--- src/rtl/pmc_pkg.sv ---
package pmc_pkg;
  typedef enum logic [1:0] {
    PM_RUN  = 2'd0,
    PM_WAIT = 2'd1,
    PM_HALT = 2'd2
  } pm_state_t;
endpackage

--- src/rtl/pmc_fsm.sv ---
module pmc_fsm
  import pmc_pkg::*;
(
  input  logic      clk,
  input  logic      rst,
  input  logic      wfi_req,
  input  logic      halt_req,
  input  logic      irq_ack,
  input  logic      wdog_en,
  output pm_state_t state_d,
  output logic      wait_entry
);
  pm_state_t state_q;

  always_comb begin
    state_d = state_q;
    unique case (state_q)
      PM_RUN: begin
        if (halt_req && !wdog_en) state_d = PM_HALT;  // halt wins when allowed
        else if (wfi_req)         state_d = PM_WAIT;
      end
      PM_WAIT: if (irq_ack) state_d = PM_RUN;
      PM_HALT: state_d = PM_HALT;                     // only reset leaves
      default: state_d = PM_RUN;
    endcase
  end

  assign wait_entry = (state_q == PM_RUN) && (state_d == PM_WAIT);

  always_ff @(posedge clk) begin
    if (rst) state_q <= PM_RUN;
    else     state_q <= state_d;
  end
endmodule

--- src/rtl/pmc_clkdiv.sv ---
module pmc_clkdiv #(
  parameter int DIV_W = 3
) (
  input  logic             clk,
  input  logic             rst,
  input  logic             load,
  input  logic             active,
  input  logic [DIV_W-1:0] div_sel,
  output logic             tick_q
);
  localparam int CNT_W = (1 << DIV_W) - 1;

  logic [DIV_W-1:0] div_q;
  logic [CNT_W-1:0] cnt_q;

  function automatic logic [CNT_W-1:0] mask_of(input logic [DIV_W-1:0] d);
    logic [CNT_W-1:0] ones;
    ones = '1;
    return ones >> (CNT_W - int'(d));
  endfunction

  always_ff @(posedge clk) begin
    if (rst) begin
      div_q  <= '0;
      cnt_q  <= '0;
      tick_q <= 1'b0;
    end else if (load) begin
      div_q  <= div_sel;
      cnt_q  <= CNT_W'(1) & mask_of(div_sel);
      tick_q <= 1'b1;
    end else if (active) begin
      cnt_q  <= (cnt_q + CNT_W'(1)) & mask_of(div_q);
      tick_q <= (cnt_q == '0);
    end else begin
      cnt_q  <= '0;
      tick_q <= 1'b0;
    end
  end
endmodule

--- src/rtl/pwr_mode_ctrl.sv ---
module pwr_mode_ctrl
  import pmc_pkg::*;
#(
  parameter int DIV_W = 3
) (
  input  logic             clk,
  input  logic             rst,
  input  logic             wfi_req,
  input  logic             halt_req,
  input  logic             irq_ack,
  input  logic             wdog_en,
  input  logic [DIV_W-1:0] div_sel,
  output logic             cpu_clk_en,
  output logic             per_clk_en,
  output logic             io_hiz
);
  pm_state_t state_d;
  logic      wait_entry;
  logic      tick_q;
  logic      run_q;
  logic      hiz_q;

  pmc_fsm u_fsm (
    .clk        (clk),
    .rst        (rst),
    .wfi_req    (wfi_req),
    .halt_req   (halt_req),
    .irq_ack    (irq_ack),
    .wdog_en    (wdog_en),
    .state_d    (state_d),
    .wait_entry (wait_entry)
  );

  pmc_clkdiv #(.DIV_W(DIV_W)) u_div (
    .clk     (clk),
    .rst     (rst),
    .load    (wait_entry),
    .active  (state_d == PM_WAIT),
    .div_sel (div_sel),
    .tick_q  (tick_q)
  );

  always_ff @(posedge clk) begin
    if (rst) begin
      run_q <= 1'b1;
      hiz_q <= 1'b0;
    end else begin
      run_q <= (state_d == PM_RUN);
      hiz_q <= (state_d == PM_HALT);
    end
  end

  assign cpu_clk_en = run_q;
  assign per_clk_en = run_q | tick_q;
  assign io_hiz     = hiz_q;
endmodule

--- config.mk ---
export PLATFORM = sky130hd
export DESIGN_NAME = pwr_mode_ctrl
export DESIGN_NICKNAME = d
export VERILOG_FILES = /design/src/rtl/pmc_pkg.sv /design/src/rtl/pmc_fsm.sv /design/src/rtl/pmc_clkdiv.sv /design/src/rtl/pwr_mode_ctrl.sv
export SDC_FILE = /design/constraint.sdc
export NUM_CORES = 1
export LEC_CHECK = 0
export BUFFER_PORTS_ARGS = -buffer_cell sky130_fd_sc_hd__buf_2
export CORE_MARGIN = 2
export CORE_UTILIZATION = 51
export CTS_BUF_LIST = sky130_fd_sc_hd__clkbuf_16
export DETAILED_ROUTE_END_ITERATION = 7
export HOLD_SLACK_MARGIN = 0.12
export PLACE_DENSITY = 0.74
export SYNTH_ARGS = -nofsm -noshare
export SYNTH_HDL_FRONTEND = slang
export SYNTH_SLANG_ARGS = --single-unit
--- constraint.sdc ---
create_clock -name clk -period 1.7 [get_ports clk]
set_input_delay 0.17 -clock clk [delete_from_list [all_inputs] [get_ports clk]]
set_output_delay 0.17 -clock clk [all_outputs]
set_load 0.01 [all_outputs]
### Word-level counts from Yosys, hierarchy flattened

Cells that the tools add are included.

* add/sub/neg operators: 3
* multiply operators: 0
* div/mod/pow operators: 0
* magnitude comparators: 0
* equal/unequal tests: 4
* shift-type cells: 2
* multiplexer cells: 8
* bitwise operators: 3
* reductions and logical operators: 7

Operators with widths (number)
* $shr 7x32->1 const A: 1
* $shr 7x32->7 const A: 1
* $sub 3x3->4 const A: 2
* $add 7x1->7 const B: 1
* $and 7x7->7: 1
* $logic_not 7->1: 1
* $mux 2: 3
* $pmux 2 s3: 1
* $eq 2x1->1 const B: 2
* $eq 2x2->1 const B: 2
* $logic_not 2->1: 2
* $mux 1: 4
* $reduce_or 3->1: 1
* $logic_and 1x1->1: 2
* $logic_not 1->1: 1
* $not 1->1: 1
* $or 1x1->1: 1

* register bits: 15
* latch bits: 0
* memory bits (writable): 0
* bits in read-only memories: 0
* bits of input ports: 9
* output and inout port bits: 3
* word-level logic and storage cells: 34
* memories: 0

### Longest topological paths before layout

Gate-level depths: netlist of the first run.

* depth after elaboration: 7
* depth in mapped cells: 5
* gate-level depth less buffers: 4

### Hierarchy

From an unflattened synthesis of the first run, not the netlist that was laid out.

* cell total of the unflattened synthesis: 74
* area total of the unflattened synthesis: 689.4 sq um

By module, submodules not included
* pmc_clkdiv: times used 1, cells an instance 56, area an instance 496.7 sq um, sequential area each 220.2 sq um
* pmc_fsm: times used 1, cells an instance 12, area an instance 117.6 sq um, sequential area each 40.0 sq um
* pwr_mode_ctrl: times used 1, cells an instance 6, area an instance 75.1 sq um, sequential area each 40.0 sq um

### Worst setup path after synthesis of the first run

Ideal clock, no wire load.

* kind: register to register
* start point: register u_div.cnt_q[0]
* end point: register u_div.cnt_q[6]
* setup time: 0.079 ns
* arrival: 1.216 ns
* data required time: 1.621 ns
* setup slack: 0.405 ns
* stages on the path, launching flop included: 5
* buffers on the path: 0
* period minus slack after synthesis: 1.295 ns
* cell sequence: dfxtp_1 > ha_1 > nand3_2 > or3_1 > a211oi_2

* cells in the longest elaborated chain, start to end: 2

RTL lines
* from (decl): line pmc_clkdiv.sv:14 `logic [CNT_W-1:0] cnt_q;`
* from (signal assigned): line pmc_clkdiv.sv:29 `cnt_q <= CNT_W'(1) & mask_of(div_sel);`
* from (signal assigned): line pmc_clkdiv.sv:32 `cnt_q <= (cnt_q + CNT_W'(1)) & mask_of(div_q);`
* $add 7x1->7: line pmc_clkdiv.sv:32
* $and 7x7->7: line pmc_clkdiv.sv:32

Every way passes these cells.
A chain may end at the register's enable or synchronous reset.

### Worst setup path after layout of the first run

Ends and elaborated chain as after synthesis.

==> tab_implementation.tex, run 1 <==
\begin{tabular}{lr}
\hline
Metric & Value \\
\hline
\multicolumn{2}{l}{\textbf{Run status}} \\
\quad Status & complete, no violations \\
\multicolumn{2}{l}{\textbf{Worst setup path}} \\
\quad Reg2reg path depth & 4 \\
\quad Type of the worst setup path & register to register \\
\quad Launch point of the worst reg-to-reg path & u\_div.cnt\_q[0] \\
\quad Reg2reg setup slack & 310 ps \\
\quad FF-to-FF End & u\_div.cnt\_q[6] \\
\quad Arrival time worst endpoint & 1550 ps \\
\quad Crit start category & register \\
\quad Data required time of the worst path & 1860 ps \\
\quad Critical Path Sink Type & register \\
\quad CP max FO & 5 \\
\multicolumn{2}{l}{\textbf{Job}} \\
\quad Maxcap violations & 0 \\
\multicolumn{2}{l}{\textbf{Power and ir drop}} \\
\quad P per Cell Area & 1110 nW/um\^{}2 \\
\quad Worst IR Drop VDD & 519 uV \\
\quad Clock network fraction of design power & 48.9\% \\
\quad Net Switching & 0.189 mW \\
\quad Switch share & 21.0\% \\
\quad Int Power & 0.715 mW \\
\quad Relative contribution of combinational cells to total power & 8.6\% \\
\quad Part of the power in registers & 42.5\% \\
\quad Cell leakage power & 0.296 nW \\
\multicolumn{2}{l}{\textbf{Yosys}} \\
\quad Number of enable flip-flop cells after synthesis & 0 \\
\quad Area leader, netlist & sky130\_fd\_sc\_hd\_\_dfxtp\_1 \\
\quad Leading cell type by number of instances after synthesis & sky130\_fd\_sc\_hd\_\_dfxtp\_1 \\
\quad Mean instance size in the synthesized netlist & 9.26 sq um \\
\quad Most common library cells after synthesis & sky130\_fd\_sc\_hd\_\_dfxtp\_1 (15), sky130\_fd\_sc\_hd\_\_inv\_1 (6), sky130\_fd\_sc\_hd\_\_nor2\_1 (6) \\
\quad Net count of the mapped netlist & 83 \\
\quad FF+latch count, synth & 15 \\
\quad Distinct cell type count after synthesis & 30 \\
\quad Primary FF master, synth & sky130\_fd\_sc\_hd\_\_dfxtp\_1 \\
\quad Dominant cells by area after synthesis & sky130\_fd\_sc\_hd\_\_dfxtp\_1 (45\%), sky130\_fd\_sc\_hd\_\_a211oi\_1 (4.5\%), sky130\_fd\_sc\_hd\_\_a311oi\_1 (3.9\%) \\
\quad Share of synthesized registers carrying an async set or reset & 0\% \\
\quad Cell count after synthesis & 72 \\
\quad Count of warnings emitted by yosys & 0 \\
\quad Portion of the post-synthesis area used by sequential elements & 45.0\% \\
\quad Share of Yosys cell area claimed by the top area cell type & 45.0\% \\
\quad Syn Std Cell Area & 667 sq um \\
\multicolumn{2}{l}{\textbf{Clock tree}} \\
\quad Later-pin clock latency in the skew report & 240 ps \\
\quad Clock tree buffer depth & 2 \\
\quad CTS tree & done \\
\quad H-tree lvl count & 1 \\
\quad Number of post-CTS setup repair buffers & 0 \\
\quad Number of buffers added by the clock tree synthesis step & 3 \\
\quad Resized cells post-CTS & 0 \\
\quad Root buf cell & sky130\_fd\_sc\_hd\_\_clkbuf\_16 \\
\quad Clock slew at the register clock pins of the worst setup and hold paths & 50 ps \\
\quad Hold-fix buffers at CTS & 0 \\
\quad CTS sink count & 15 \\
\multicolumn{2}{l}{\textbf{Min path}} \\
\quad Terminating pin of the worst hold path & u\_div.div\_q[2] \\
\quad HP Class & input pin to register \\
\quad Cell depth of the worst min-delay path & 2 \\
\quad Origin of the worst min-delay path & div\_sel[2] \\
\multicolumn{2}{l}{\textbf{Global route}} \\
\quad Number of antenna violations at the first check in global routing & 0 \\
\quad Met1 usage & about a quarter \\
\quad Busiest layer in global routing & met2 \\
\quad GRT overflow & 0 \\
\quad Pin count of the biggest net entering global routing & 9 \\
\quad Met2 Usage GRT & 28.6\% \\
\quad Global routing usage summed across all routing layers & 18.7\% \\
\quad Wire length of the first global-routing pass & 1.88 mm \\
\quad Via count of the first global-routing pass & 434 \\
\quad Global routing met3 resource utilization & 5.00\% \\
\multicolumn{2}{l}{\textbf{Finish}} \\
\quad Utilization of the core after routing & between 60\% and 70\% \\
\quad Number of nets in the layout & 98 \\
\quad Area occupied by multi-input gates & approximately 330 sq um \\
\quad Share of post-route cells with drive strength above 1 & 25.6\% \\
\quad Combined flip-flop and latch cell area & 300 sq um \\
\quad P\&R area growth vs syn & 22.1\% \\
\quad Number of filler instances in the final layout & 105 \\
\quad Antenna Cells & 0 \\
\quad Finished Cell Area & 815 sq um \\
\multicolumn{2}{l}{\textbf{Timing}} \\
\quad Worst Tran Pin Value & 417 ps \\
\quad Setup Total Neg Slack & 0 ps \\
\quad Final max-slew violation count & 0 \\
\quad RSZ-0062 raised after global routing & false \\
\quad Post-Route Hold Slack & 159 ps \\
\quad Final number of setup-violating endpoints & 0 \\
\quad Final worst path period share & 81.6\% \\
\quad Clock skew after layout & 1.57 ps \\
\quad Final Hold Vio Count & 0 \\
\quad Post-layout min period & around 1400 ps \\
\quad Setup ws final & around 310 ps \\
\quad Maximum frequency from static timing analysis & between 700 and 800 MHz \\
\quad Worst rel slew slack & between 70\% and 80\% \\
\multicolumn{2}{l}{\textbf{Routing}} \\
\quad Initial DRC count & 16 \\
\quad Number of vias in the routed layout & 569 \\
\quad Total Wirelength & 1.23 mm \\
\quad First-pass iteration count of the detailed router & 4 \\
\quad Via/cell ratio & between 5 and 6 \\
\quad Drt wl/cell & 12.2 um \\
\quad Number of nets with antenna violations after detailed routing & 0 \\
\quad Detailed-route DRC error count & 0 \\
\multicolumn{2}{l}{\textbf{Die}} \\
\quad Die width & 40.2 um \\
\quad Starting density of the core & between 50\% and 60\% \\
\quad I/O pins & 12 \\
\quad DIE HEIGHT & 40.2 um \\
\quad Area of the die & 1610 sq um \\
\quad Area of the core & 1250 sq um \\
\quad Number of rows in the core area & 13 \\
\multicolumn{2}{l}{\textbf{Placement}} \\
\quad RD Place Congestion & around 0.74 \\
\quad Half-perimeter wire length of the detailed placement result & between 800 and 900 um \\
\quad Total cell area at the placement stage & 736 sq um \\
\quad Count of input and output buffers & 11 \\
\quad Setup slack after placement & 322 ps \\
\hline
\end{tabular}
[cell families (layout without fill, tap and decap cells)]
group	Yosys count	after routing	share of synthesized area [%]
buffers and inverters	10	24	5.82
DFF	15	15	45.0
and+or+nand+nor	23	23	19.3
adders and majority gates	2	2	3.75
AOI/OAI and AO/OA	19	19	22.1
xor gates and xnor gates	3	3	3.94
[per-layer routing]
metal  vias to the layer above  wire (um)
met5                         -          0
met4                         0         21
met3                         2         71
met2                        19        566
met1                       255        574
li1                        293          -
[metrics by stage]
step	total power, mW	std cells
3_3_place_gp	0.465	97
3_5_place_dp	0.466	97
6_report	0.904	101
5_1_grt	0.933	101
4_1_cts	0.909	101
2_1_floorplan	0.438	72
[state kept, by name, summed over array words and instances (netlist names)]
register and cells:
u_div.div_q 3, u_div.tick_q 1, u_div.cnt_q 7, cpu_clk_en 1, u_fsm.state_q 2, io_hiz 1
[power by group through the flow]
stage / registers (mW) / clock network (mW) / logic [mW]
4_1_cts: 0.384 / 0.447 / 0.0777
2_1_floorplan: 0.390 / 0 / 0.0474
5_1_grt: 0.386 / 0.459 / 0.0879
3_3_place_gp: 0.389 / 0 / 0.0762
3_5_place_dp: 0.390 / 0 / 0.0763
6_report: 0.384 / 0.442 / 0.0780
[how the worst max path moves through the flow]
stage	startpoint	endpoint
finish	u_div.cnt_q[0]	u_div.cnt_q[6]
global route	u_div.cnt_q[0]	u_div.cnt_q[6]
CTS	u_div.cnt_q[0]	u_div.cnt_q[6]
detailed placement	u_div.cnt_q[0]	u_div.cnt_q[6]
global placement	u_div.cnt_q[0]	u_div.cnt_q[6]
floorplan	u_div.cnt_q[0]	u_div.cnt_q[6]
[worst max-delay path: stages (launching register included)]
cell	delay, ps
sky130_fd_sc_hd__dfxtp_1	390
sky130_fd_sc_hd__ha_1	220
sky130_fd_sc_hd__nand3_2	110
sky130_fd_sc_hd__or3_1	370
sky130_fd_sc_hd__a211oi_2	210
[final cells by class]
type,count,share of cell area [%]
multi-input combinational,47,40.2
sequential,15,36.9
clock buffer,3,9.22
timing repair buffer,11,6.76
inverter,9,4.15
tap,15,2.30
clock inverter,1,0.461
[layout by cell type, fill, tap and decap left out, drive strengths merged, types with 2 or more instances in the layout]
cell,instances
inv,10
o21ai,3
clkbuf,3
dfxtp,15
a31o,3
nand3,4
buf,11
ha,2
or3,2
nor2,7
xnor2,2
nand2,4
a311oi,3
a211oi,5
Power figures use the tool's default switching activity.
==> run 2, diff against run 1 <==
- ABC_AREA: default -> 1
- CORE_UTILIZATION: 51 -> 47
- PLACE_DENSITY: 0.74 -> 0.71
- clock period: 1.7 -> 1.26 ns (I/O delays scaled with it)
==> run 2 against run 1 <==
Compared with the run above: critical path depth up 2; synthesized area up 8.4%; count of clock-buffer cells in the layout unchanged; final cell count up 26%; total power up 39%; first-iteration DRC count down 56%; setup slack worse by 160 ps; cell area up 8.1%; die area up 16%; wire length up 13%; worst hold slack worse by 34 ps; critical path type unchanged; largest power group unchanged.
==> tab_implementation.tex, run 2 <==
\begin{tabular}{lr}
\hline
Metric & Value \\
\hline
\multicolumn{2}{l}{\textbf{Timing}} \\
\quad Worst Tran Pin Value & 279 ps (-137 ps) \\
\quad Final Hold Vio Count & 0 (unchanged) \\
\quad Setup Total Neg Slack & 0 ps (unchanged) \\
\quad Worst rel slew slack & 81.4\% (+9.5 points) \\
\quad Final worst path period share & 87.5\% (+5.9 points) \\
\quad Post-Route Hold Slack & 124 ps (-34.4 ps) \\
\quad Final number of setup-violating endpoints & 0 (unchanged) \\
\quad Final max-slew violation count & 0 (unchanged) \\
\quad RSZ-0062 raised after global routing & false \\
\quad Maximum frequency from static timing analysis & 907 MHz (+26\%) \\
\quad Post-layout min period & 1100 ps (-285 ps) \\
\quad Clock skew after layout & 1.88 ps (+0.306 ps) \\
\multicolumn{2}{l}{\textbf{Die}} \\
\quad Area of the die & 1870 sq um (+16\%) \\
\quad Number of rows in the core area & 14 (+1) \\
\quad Area of the core & 1470 sq um (+17\%) \\
\quad I/O pins & 12 (unchanged) \\
\quad Die width & 43.2 um (+7.6\%) \\
\quad Starting density of the core & 49.1\% (-4.1 points) \\
\quad DIE HEIGHT & 43.2 um (+7.6\%) \\
\multicolumn{2}{l}{\textbf{Routing}} \\
\quad Number of nets with antenna violations after detailed routing & 0 (unchanged) \\
\quad Drt wl/cell & 10.9 um (-10\%) \\
\quad First-pass iteration count of the detailed router & 4 (unchanged) \\
\quad Total Wirelength & 1.39 mm (+13\%) \\
\quad Via/cell ratio & 5.04 (-11\%) \\
\quad Detailed-route DRC error count & 0 (unchanged) \\
\quad Number of vias in the routed layout & 640 (+12\%) \\
\quad Initial DRC count & 7 (-9) \\
\multicolumn{2}{l}{\textbf{Finish}} \\
\quad Max reg flops & 7 (unchanged) \\
\quad Most common library cell in the layout ignoring fill and taps & sky130\_fd\_sc\_hd\_\_dfxtp\_1 \\
\quad Largest Register & u\_div.cnt\_q \\
\quad Area occupied by multi-input gates & 373 sq um (+14\%) \\
\quad Combined flip-flop and latch cell area & 302 sq um (+0.42\%) \\
\quad Share of post-route cells with drive strength above 1 & 26.1\% (+0.54 points) \\
\quad Registers with the most flip-flops & u\_div.cnt\_q x7, u\_div.div\_q x3, u\_fsm.state\_q x2 \\
\quad Commonest cells after routing, fill and taps aside & sky130\_fd\_sc\_hd\_\_dfxtp\_1 (14), sky130\_fd\_sc\_hd\_\_inv\_1 (13), sky130\_fd\_sc\_hd\_\_nand2\_1 (13) \\
\quad Finished Cell Area & 881 sq um (+8.1\%) \\
\quad Antenna Cells & 0 (unchanged) \\
\quad Number of nets in the layout & 123 (+26\%) \\
\quad Number of filler instances in the final layout & 143 (+36\%) \\
\quad P\&R area growth vs syn & 21.8\% \\
\multicolumn{2}{l}{\textbf{Yosys}} \\
\quad Leading cell type by number of instances after synthesis & sky130\_fd\_sc\_hd\_\_dfxtp\_1 \\
\quad Share of Yosys cell area claimed by the top area cell type & 41.5\% (-3.5 points) \\
\quad Syn Std Cell Area & 723 sq um (+8.4\%) \\
\quad Post-synthesis simple-gate area fraction & 36.2\% (+17 points) \\
\quad Portion of the post-synthesis area used by sequential elements & 41.5\% (-3.5 points) \\
\quad Net count of the mapped netlist & 107 (+29\%) \\
\quad Cell count after synthesis & 96 (+33\%) \\
\quad Number of enable flip-flop cells after synthesis & 0 (unchanged) \\
\quad Share of synthesized registers carrying an async set or reset & 0\% (unchanged) \\
\quad Adder-cell share of the synthesized area & 3.46\% (-0.29 points) \\
\quad Mux cell area share after synthesis & 0\% (unchanged) \\
\quad Most common library cells after synthesis & sky130\_fd\_sc\_hd\_\_dfxtp\_1 (15), sky130\_fd\_sc\_hd\_\_nand2\_1 (13), sky130\_fd\_sc\_hd\_\_inv\_1 (12) \\
\quad Synthesized-area fraction occupied by ao, oa, aoi and oai cells & 9.17\% (-13 points) \\
\quad FF+latch count, synth & 15 (unchanged) \\
\quad Dominant combinational cell family by area after synthesis & simple AND/OR/NAND/NOR gates \\
\quad Primary FF master, synth & sky130\_fd\_sc\_hd\_\_dfxtp\_1 \\
\quad Distinct cell type count after synthesis & 23 (-23\%) \\
\quad Count of warnings emitted by yosys & 0 (unchanged) \\
\quad Share of the synthesized netlist area taken by xor and xnor gates & 2.42\% (-1.5 points) \\
\quad Area leader, netlist & sky130\_fd\_sc\_hd\_\_dfxtp\_1 \\
\quad Mean instance size in the synthesized netlist & 7.53 sq um (-19\%) \\
\quad Dominant cells by area after synthesis & sky130\_fd\_sc\_hd\_\_dfxtp\_1 (42\%), sky130\_fd\_sc\_hd\_\_nand2\_1 (6.7\%), sky130\_fd\_sc\_hd\_\_nand3\_1 (6.2\%) \\
\multicolumn{2}{l}{\textbf{Worst setup path}} \\
\quad Critical Path Sink Type & register \\
\quad Data required time of the worst path & 1390 ps (-470 ps) \\
\quad Arrival time worst endpoint & 1230 ps (-320 ps) \\
\quad CP max FO & 4 (-1) \\
\quad Type of the worst setup path & register to register \\
\quad Crit start category & register \\
\multicolumn{2}{l}{\textbf{Clock tree}} \\
\quad CTS tree & done \\
\quad Hold-fix buffers at CTS & 0 (unchanged) \\
\quad Number of buffers added by the clock tree synthesis step & 3 (unchanged) \\
\quad Clock slew at the register clock pins of the worst setup and hold paths & 50 ps (about the same) \\
\quad Number of post-CTS setup repair buffers & 0 (unchanged) \\
\quad Later-pin clock latency in the skew report & 240 ps (about the same) \\
\quad H-tree lvl count & 1 (unchanged) \\
\quad Root buf cell & sky130\_fd\_sc\_hd\_\_clkbuf\_16 \\
\quad Clock tree buffer depth & 2 (unchanged) \\
\quad CTS sink count & 15 (unchanged) \\
\multicolumn{2}{l}{\textbf{Placement}} \\
\quad Half-perimeter wire length of the detailed placement result & 1.04 mm (+18\%) \\
\quad RD Place Congestion & 0.857 (+15\%) \\
\quad Count of input and output buffers & 11 (unchanged) \\
\quad Total cell area at the placement stage & 798 sq um (+8.5\%) \\
\multicolumn{2}{l}{\textbf{Global route}} \\
\quad Via count of the first global-routing pass & 613 (+41\%) \\
\quad GRT overflow & 0 (unchanged) \\
\quad Wire length of the first global-routing pass & 2.62 mm (+39\%) \\
\quad Pin count of the biggest net entering global routing & 9 (unchanged) \\
\quad Global routing usage summed across all routing layers & 19.2\% (+0.52 points) \\
\quad Number of antenna violations at the first check in global routing & 0 (unchanged) \\
\multicolumn{2}{l}{\textbf{Power and ir drop}} \\
\quad Worst IR Drop VDD & 925 uV (+78\%) \\
\quad Cell leakage power & 0.380 nW (+28\%) \\
\quad P per Cell Area & 1420 nW/um\^{}2 (+28\%) \\
\multicolumn{2}{l}{\textbf{Min path}} \\
\quad HP Class & input pin to register \\
\multicolumn{2}{l}{\textbf{Run status}} \\
\quad Status & complete, no violations \\
\multicolumn{2}{l}{\textbf{Job}} \\
\quad Maxcap violations & 0 (unchanged) \\
\hline
\end{tabular}
## run 2: changes by cell type in the layout (fill, tap and decap cells not counted), sizes merged, moves of 6 or more
cell and delta:
nand2 +11, nand3 +6, nor3 +6, nor2 +9
a21oi +6
## run 2: layout make-up
| type | count | area share [%] |
|---|---|---|
| clock inverters | 1 | 0.426 |
| repair buffers | 11 | 6.25 |
| flip-flops and latches | 15 | 34.2 |
| well taps | 16 | 2.27 |
| multi-input cells | 67 | 42.3 |
| clock buffers | 3 | 8.52 |
| inverters | 14 | 5.97 |
## run 2: critical path, cell delays in order, from the launching register on
cell and delay, ps:
sky130_fd_sc_hd__dfxtp_1 370, sky130_fd_sc_hd__ha_2 220, sky130_fd_sc_hd__nand3_1 110, sky130_fd_sc_hd__o21bai_1 140, sky130_fd_sc_hd__nand2_1 60, sky130_fd_sc_hd__nand2_1 50
sky130_fd_sc_hd__nor2_1 30
## run 2: repair_timing
item / 4_1_cts / 5_1_grt
endpoints found under the hold margin: 0 / 0
resized for setup: 0 / 2
endpoints found under the setup margin: 0 / 1
## run 2: cell families after synthesis
family,after synthesis
simple gates,51
flops,15
buf+inv,14
compound gates,12
xor+xnor,2
fa+ha+maj,2
## run 2: layer usage
metal | share of wire, % | vias to the layer above | track usage, %
met5 | 0 | - | 0
met4 | 1.9 | 0 | 12.7
met3 | 2.9 | 4 | 3.83
met2 | 50 | 13 | 31.6
met1 | 45 | 283 | 22.0
li1 | - | 340 | -
## run 2: final timing paths
kind | startpoint | endpoint | slack [ps] | depth (start not counted)
worst max-delay path | u_div.cnt_q[1] | u_div.cnt_q[6] | 160 | 6
worst min-delay path | rst | u_div.div_q[0] | 120 | 2
worst max register to register | u_div.cnt_q[1] | u_div.cnt_q[6] | 160 | 6
worst min register to register | u_div.div_q[0] | u_div.div_q[0] | 520 | 2
## run 2: metrics by stage
stage	std cells	utilization (%)	worst slack (ps)	power, mW
final	127	59.9	157	1.25
after global routing	127	59.9	2.16	1.31
after CTS	127	59.6	95.1	1.27
after detailed placement	123	54.3	106	0.659
after global placement	123	54.3	148	0.655
after floorplan	96	-	188	0.614
## run 2: power by group
part / total (mW) / switching, mW / internal [mW]
logic: 0.124 / 0.0716 / 0.0522
clock network: 0.602 / 0.183 / 0.419
registers: 0.526 / 0.0258 / 0.500
